`config.mk`:
```
export PLATFORM = sky130hd
export DESIGN_NAME = sat_byte_simd_alu
export DESIGN_NICKNAME = d
export VERILOG_FILES = /design/src/rtl/sba_pkg.sv /design/src/rtl/sba_decode.sv /design/src/rtl/sba_lane.sv /design/src/rtl/sba_flag_bank.sv /design/src/rtl/sat_byte_simd_alu.sv
export SDC_FILE = /design/constraint.sdc
export NUM_CORES = 2
export LEC_CHECK = 0
export CAP_MARGIN = 40
export CORE_ASPECT_RATIO = 0.8
export CORE_UTILIZATION = 54
export DETAILED_ROUTE_END_ITERATION = 10
export PLACE_DENSITY = 0.8
export SETUP_SLACK_MARGIN = 0.2
export SLEW_MARGIN = 20
export SYNTH_ARGS = -nofsm -noshare
export SYNTH_HDL_FRONTEND = slang
export SYNTH_SLANG_ARGS = --single-unit
```
`constraint.sdc`:
```
create_clock -name clk -period 2 [get_ports clk]
set_input_delay 0.4 -clock clk [delete_from_list [all_inputs] [get_ports clk]]
set_output_delay 0.4 -clock clk [all_outputs]
set_load 0.05 [all_outputs]
```
`src/rtl/sba_pkg.sv`:
```
package sba_pkg;

  typedef enum logic [2:0] {
    OP_MIN      = 3'd0,
    OP_MAX      = 3'd1,
    OP_ABS      = 3'd2,
    OP_NEG      = 3'd3,
    OP_ADD      = 3'd4,
    OP_SUB      = 3'd5,
    OP_CLIP     = 3'd6,
    OP_CLIP_ALT = 3'd7
  } alu_op_e;

  localparam int OPC_W       = 6;
  localparam int OPC_IMM_BIT = 5;
  localparam int OPC_UNS_BIT = 4;

endpackage

```
`src/rtl/sba_decode.sv`:
```
module sba_decode
  import sba_pkg::*;
#(
  parameter int FDST_W        = 3,
  parameter int NUM_FLAG_REGS = 4,
  localparam int IDX_W        = $clog2(NUM_FLAG_REGS)
) (
  input  logic              issue,
  input  logic [OPC_W-1:0]  opcode,
  input  logic [FDST_W-1:0] flag_dst,
  output alu_op_e           op,
  output logic              signed_mode,
  output logic              use_imm,
  output logic              flag_we,
  output logic [IDX_W-1:0]  flag_idx
);

  localparam logic [FDST_W:0] NREG_V = (FDST_W+1)'(NUM_FLAG_REGS);

  logic is_clip;
  logic unused_opc_bit;

  assign unused_opc_bit = opcode[3];

  always_comb begin
    op          = alu_op_e'(opcode[2:0]);
    is_clip     = (opcode[2:1] == 2'b11);
    // negation has no unsigned form; clip is signed by definition
    signed_mode = !opcode[OPC_UNS_BIT] || (op == OP_NEG) || is_clip;
    use_imm     = opcode[OPC_IMM_BIT] && !is_clip;
    flag_we     = issue && ({1'b0, flag_dst} < NREG_V);
    flag_idx    = flag_dst[IDX_W-1:0];
  end

endmodule

```
`src/rtl/sba_lane.sv`:
```
module sba_lane
  import sba_pkg::*;
#(
  parameter int W = 8
) (
  input  alu_op_e        op,
  input  logic           signed_mode,
  input  logic [W-1:0]   a,
  input  logic [W-1:0]   b,
  input  logic [W-1:0]   c,
  output logic [W-1:0]   res,
  output logic           sf,
  output logic           zf
);

  localparam int XW = W + 2;
  localparam logic signed [XW-1:0] S_MAX_X = {{3{1'b0}}, {(W-1){1'b1}}};
  localparam logic signed [XW-1:0] S_MIN_X = {{3{1'b1}}, {(W-1){1'b0}}};
  localparam logic signed [XW-1:0] U_MAX_X = {2'b00, {W{1'b1}}};

  logic signed [XW-1:0] sa, sb, sc;
  logic signed [XW-1:0] ea, eb;
  logic signed [XW-1:0] raw;
  logic signed [XW-1:0] lo, hi;

  always_comb begin
    sa = {{2{a[W-1]}}, a};
    sb = {{2{b[W-1]}}, b};
    sc = {{2{c[W-1]}}, c};
    ea = signed_mode ? sa : {2'b00, a};
    eb = signed_mode ? sb : {2'b00, b};

    unique case (op)
      OP_MIN:  raw = (ea < eb) ? ea : eb;
      OP_MAX:  raw = (ea > eb) ? ea : eb;
      OP_ABS:  raw = ea[XW-1] ? -ea : ea;
      OP_NEG:  raw = -ea;
      OP_ADD:  raw = ea + eb;
      OP_SUB:  raw = ea - eb;
      default: raw = ea;
    endcase

    lo  = sb;
    hi  = sc;
    res = '0;
    sf  = 1'b0;

    if (op == OP_CLIP || op == OP_CLIP_ALT) begin
      if (sb < sc) begin
        lo = sb;
        hi = sc;
      end else begin
        lo = sc;
        hi = sb;
        sf = 1'b1;
      end
      res = a;
      if (sa <= lo) begin
        res = lo[W-1:0];
        sf  = 1'b1;
      end
      if (sa >= hi) begin
        res = hi[W-1:0];
        sf  = 1'b1;
      end
    end else if (signed_mode) begin
      sf = raw[XW-1];
      if (raw > S_MAX_X)      res = S_MAX_X[W-1:0];
      else if (raw < S_MIN_X) res = S_MIN_X[W-1:0];
      else                    res = raw[W-1:0];
    end else begin
      if (raw[XW-1]) begin
        res = '0;
        sf  = 1'b1;
      end else if (raw > U_MAX_X) begin
        res = U_MAX_X[W-1:0];
        sf  = 1'b1;
      end else begin
        res = raw[W-1:0];
      end
    end

    zf = (res == '0);
  end

endmodule

```
`src/rtl/sba_flag_bank.sv`:
```
module sba_flag_bank #(
  parameter int LANES         = 16,
  parameter int NUM_FLAG_REGS = 4,
  localparam int IDX_W        = $clog2(NUM_FLAG_REGS),
  localparam int FW           = 2 * LANES
) (
  input  logic                              clk,
  input  logic                              rst_n,
  input  logic                              we,
  input  logic [IDX_W-1:0]                  wr_idx,
  input  logic [LANES-1:0]                  sf_vec,
  input  logic [LANES-1:0]                  zf_vec,
  input  logic [IDX_W-1:0]                  rd_idx,
  output logic [FW-1:0]                     rd_word,
  output logic [NUM_FLAG_REGS-1:0][FW-1:0]  words
);

  logic [NUM_FLAG_REGS-1:0][FW-1:0] regs_d, regs_q;

  always_comb begin
    regs_d = regs_q;
    if (we) regs_d[wr_idx] = {zf_vec, sf_vec};
  end

  always_ff @(posedge clk or negedge rst_n) begin
    if (!rst_n) regs_q <= '0;
    else        regs_q <= regs_d;
  end

  assign rd_word = regs_q[rd_idx];
  assign words   = regs_q;

endmodule

```
`src/rtl/sat_byte_simd_alu.sv`:
```
module sat_byte_simd_alu
  import sba_pkg::*;
#(
  parameter int LANES         = 16,
  parameter int LANE_W        = 8,
  parameter int NUM_FLAG_REGS = 4,
  parameter int FDST_W        = 3,
  localparam int VW           = LANES * LANE_W,
  localparam int FW           = 2 * LANES,
  localparam int IDX_W        = $clog2(NUM_FLAG_REGS)
) (
  input  logic              clk,
  input  logic              rst_n,
  input  logic              issue,
  input  logic [OPC_W-1:0]  opcode,
  input  logic [VW-1:0]     src_a,
  input  logic [VW-1:0]     src_b,
  input  logic [VW-1:0]     src_c,
  input  logic [LANE_W-1:0] imm,
  input  logic [FDST_W-1:0] flag_dst,
  input  logic [IDX_W-1:0]  flag_rd_sel,
  output logic [VW-1:0]     result,
  output logic [FW-1:0]     flag_rd_word
);

  alu_op_e          op;
  logic             signed_mode;
  logic             use_imm;
  logic             flag_we;
  logic [IDX_W-1:0] flag_idx;

  logic [VW-1:0]    opnd_b;
  logic [VW-1:0]    lane_res;
  logic [LANES-1:0] sf_vec, zf_vec;
  logic [VW-1:0]    result_d, result_q;
  logic [NUM_FLAG_REGS-1:0][FW-1:0] flag_words;

  sba_decode #(
    .FDST_W       (FDST_W),
    .NUM_FLAG_REGS(NUM_FLAG_REGS)
  ) u_dec (
    .issue      (issue),
    .opcode     (opcode),
    .flag_dst   (flag_dst),
    .op         (op),
    .signed_mode(signed_mode),
    .use_imm    (use_imm),
    .flag_we    (flag_we),
    .flag_idx   (flag_idx)
  );

  assign opnd_b = use_imm ? {LANES{imm}} : src_b;

  for (genvar i = 0; i < LANES; i++) begin : g_lane
    sba_lane #(.W(LANE_W)) u_lane (
      .op         (op),
      .signed_mode(signed_mode),
      .a          (src_a[i*LANE_W +: LANE_W]),
      .b          (opnd_b[i*LANE_W +: LANE_W]),
      .c          (src_c[i*LANE_W +: LANE_W]),
      .res        (lane_res[i*LANE_W +: LANE_W]),
      .sf         (sf_vec[i]),
      .zf         (zf_vec[i])
    );
  end

  always_comb begin
    result_d = result_q;
    if (issue) result_d = lane_res;
  end

  always_ff @(posedge clk or negedge rst_n) begin
    if (!rst_n) result_q <= '0;
    else        result_q <= result_d;
  end

  assign result = result_q;

  sba_flag_bank #(
    .LANES        (LANES),
    .NUM_FLAG_REGS(NUM_FLAG_REGS)
  ) u_flags (
    .clk    (clk),
    .rst_n  (rst_n),
    .we     (flag_we),
    .wr_idx (flag_idx),
    .sf_vec (sf_vec),
    .zf_vec (zf_vec),
    .rd_idx (flag_rd_sel),
    .rd_word(flag_rd_word),
    .words  (flag_words)
  );

endmodule

```
==> metrics, run 1 <==
starting density of the core 0.547; Post-synth top flop dfrtp_1; chip height 280 microns; post-synthesis sequential area ratio 0.123; CTS root buffer clkbuf_16; Synth Instances 7,245; clk sink count 256; largest area contributor in the netlist ha_1; Final GP Congestion 1.13; Max Buffers Root-to-Sink 3; gr usage total 0.952; syn avg cell area 7.21 sq um; Synth top area share 0.169; error msg [ERROR GRT-0232] Routing congestion too high. Check the congestion heatmap in the GUI.; status did not finish; Synth top cells by count nand2_1 (773), ha_1 (705), o21ai_0 (664); most common cell in the netlist nand2_1; post-GRT worst EP u_flags.words[125]$_DFFE_PN0P_/D; number of synthesized register bits 256; Rows 101; worst endpoint type register input; CTS H-Tree Depth 2; number of synthesized flops with an enable pin 0; post-synthesis cell type count 114; top-level port count 566; top cells by area, synth ha_1 (17%), dfrtp_1 (12%), o21ai_0 (6.4%); total CTS buffers 35; Post-Synthesis Cell Area 0.0522 sq mm; total gr overflow 3,155; post-placement worst setup slack -4.66 ns; Yosys warnings 0; chip width 350 microns; Post-synth ARST share 1.00; largest net degree at the start of global routing 172; HPWL after DPL 220 mm; Buffers on Ports 564; failing step global routing; Mapped Nets 8,388
[routing by layer]
layer  GRT usage  overflow
met1       0.895       119
met2        1.08      1853
met3       0.851       158
met4        1.05       998
met5       0.698        27
[through the flow]
step / setup TNS, ns / instance area [sq um] / std cells / utilization
floorplan: -843.24 / 53300 / 7245 / -
global placement: -970.78 / 77200 / 11049 / 0.810
detailed placement: -1007.51 / 77300 / 11050 / 0.810
CTS: -694.47 / 84700 / 11375 / 0.888
[logic make-up after synthesis]
logic type	count (synthesis)	share of synthesized area
AOI/OAI and AO/OA	2521	0.319
and+or+nand+nor	2415	0.222
buffers and inverters	876	0.0641
DFF	256	0.123
muxes	300	0.0678
xor gates and xnor gates	140	0.0235
adders and majority gates	737	0.181
[repair_timing]
item,CTS
setup buffers,240
pin swaps,310
hold endpoints to repair,42
gates resized for setup,938
setup endpoints to repair,379
cloned,20
hold buffers,1
==> run 2, diff against run 1 <==
- CORE_ASPECT_RATIO: 0.8 -> not set
- CORE_UTILIZATION: 54 -> 40
- PLACE_DENSITY: 0.8 -> not set
- PLACE_DENSITY_LB_ADDON: not set -> 0.15
- SETUP_SLACK_MARGIN: 0.2 -> not set
- clock period: 2 -> 2.6 ns (I/O delays scaled with it)
==> metrics, run 2 <==
routed len/inst 25.3 microns; top-level port count 566; status finished, violations left; number of synthesized flops with an enable pin 0; Final GP Congestion 1.03; total wire length 300 mm; largest net degree at the start of global routing 139; Synth Instances 7,245; Worst EP arrival 5.78 ns; chip width 363 microns; most frequent cells in the layout buf_4 (2,452), nand2_1 (687), ha_1 (648), nor2_1 (589), o21ai_0 (513); Yosys warnings 0; leakage power 0.0406 uW; GR Util met2 0.647; Final ANT Viol Nets 0; post-synthesis sequential area ratio 0.123; Fmax 191 MHz; Max Slew Vio Count 0; fin area 0.0867 sq mm; skew final 0 ns; vias in the first global route 68,381; Crit-path slowest cell a221oi_4; Final Hold Violating Endpoints 0; initial antenna violation count 22; Initial DRC Count 7,496; Synth top cells by count nand2_1 (773), ha_1 (705), o21ai_0 (664); Worst-Margin Slew 0.931 ns; Post-synth top flop dfrtp_1; Mapped Nets 8,388; DRC 0; final net count 11,254; worst skew pair latency 0.63 ns; chip height 363 microns; largest area contributor in the netlist ha_1; total CTS buffers 38; top cells by area, synth ha_1 (17%), dfrtp_1 (12%), o21ai_0 (6.4%); Worst Hold Class in -> reg; GRT busiest layer met2; Buffers on Ports 564; critical-path maximum fanout 8; clk sink count 256; Rows 132; starting density of the core 0.403; post-layout min period 5.23 ns; VDD IR max 0.000507 V; syn avg cell area 7.21 sq um; number of synthesized register bits 256; First-pass DRT Iterations 6; met1 Usage GRT 0.545; dpl cells 11,587; Largest stage delay, worst path 0.39 ns; CTS clk-pin slew, worst paths 0.06 ns; layout cell share with drive strength beyond 1 0.366; required time of the critical path 3.15 ns; Multi-input gate area 0.0474 sq mm; Vias 71,718; Max Buffers Root-to-Sink 3; Area growth, synth to finish 66.0%; Post-synth ARST share 1.00; Synth top area share 0.169; M3 GR Usage 0.0926; most common cell in the netlist nand2_1; CTS tree yes; storage element area 0.00641 sq mm; CTS root buffer clkbuf_16; crit start category input port; CORE AREA 0.129 sq mm; Post-Synthesis Cell Area 0.0522 sq mm; fin crit share 2.01; cell area after placement 0.0791 sq mm; gr usage total 0.427; DR vias/cell 6.03; total gr overflow 0; commonest non-fill, non-tap cell in the layout buf_4; Final Setup Violations 256; Max Cap Viol 0; Critical Path End Type flop; Layout fillers 11,128; first-pass GRT wire length 429 mm; post-synthesis cell type count 114; failing checks negative setup slack; min setup slack post-route -2.63 ns; HPWL after DPL 235 mm; Worst slew margin 0.380; CTS H-Tree Depth 2; die area 0.132 sq mm; Post-Layout Cell Count 11,884; P per Cell Area 547 mW/mm^2; RSZ-0062 raised after global routing yes; type of the worst setup path in -> reg; post-placement worst setup slack -4.22 ns
==> run 2: cell counts after synthesis <==
No cell type changed its count.
==> run 2: critical path, delay by kind of cell <==
family	cells	cell delay [ns]
adder cells (fa/ha/maj)	2	0.54
AND/OR/NAND/NOR	9	1.58
AO/OA/AOI/OAI	10	1.96
buffers and inverters	9	1.12
==> run 2: path summary, 6_finish.rpt <==
kind / from / endpoint / slack [ns] / cells after the start
worst max-delay path: opcode[1] / u_flags.words[19] / -2.63 / 30
worst min register to register: u_flags.words[95] / u_flags.words[95] / 0.47 / 2
min in group asynchronous: rst_n / result[75] / 0.44 / 2
worst max register to register: result[31] / result[31] / 1.64 / 1
max in group asynchronous: rst_n / result[94] / 1.25 / 4
worst min-delay path: issue / result[76] / 0.28 / 2
==> run 2: report_power, final <==
part           switching [uW]  total, uW  internal [uW]
Sequential                639       5530           4900
Combinational           19100      36000          16900
Clock                    2430       5880           3450
Total                   22100      47400          25200
==> run 2: through the flow <==
stage | util | power [uW] | hold slack [ns] | setup TNS [ns]
5_1_grt | 0.669 | 49700 | 0.281 | -585.69
2_1_floorplan | - | 22100 | 0.224 | -679.38
4_1_cts | 0.638 | 43900 | 0.237 | -515.73
6_report | 0.669 | 47400 | 0.276 | -546.11
3_3_place_gp | 0.611 | 36200 | 0.457 | -888.40
3_5_place_dp | 0.611 | 36600 | 0.465 | -911.59
==> run 2: metal layers <==
metal / part of all wire / up-vias / routed length [microns]
li1: - / 32790 / -
met3: 0.096 / 971 / 28900
met1: 0.40 / 34171 / 121000
met5: 0.00055 / - / 164
met4: 0.078 / 28 / 23400
met2: 0.42 / 3758 / 127000
==> run 2: kinds of logic (layout without fill, tap and decap cells) <==
group	Yosys count	in the layout	synth area share
AND/OR/NAND/NOR	2415	2415	0.222
other	0	7	0
multiplexers	300	300	0.0678
buffers and inverters	876	3762	0.0641
flip-flops	256	256	0.123
XOR/XNOR	140	140	0.0235
adder cells (fa/ha/maj)	737	737	0.181
AO/OA/AOI/OAI	2521	2525	0.319
==> run 2: final cells by class <==
type | instances | share of cell area
Timing Repair Buffer | 3221 | 0.318
Antenna cell | 7 | 0.000202
Inverter | 477 | 0.0207
Clock buffer | 46 | 0.0120
Sequential cell | 256 | 0.0739
Clock inverter | 18 | 0.00325
Multi-Input combinational cell | 6117 | 0.547
Tap cell | 1742 | 0.0251
==> run 2: what timing repair did <==
action / 4_1_cts / 5_1_grt
cloned: 9 / 12
setup endpoints to repair: 256 / 256
setup buffers: 78 / 145
hold buffers: 1 / 0
pin swaps: 135 / 256
endpoints found under the hold margin: 45 / 0
resized for setup: 351 / 629
Note: power is estimated with default switching activity, not from simulation.
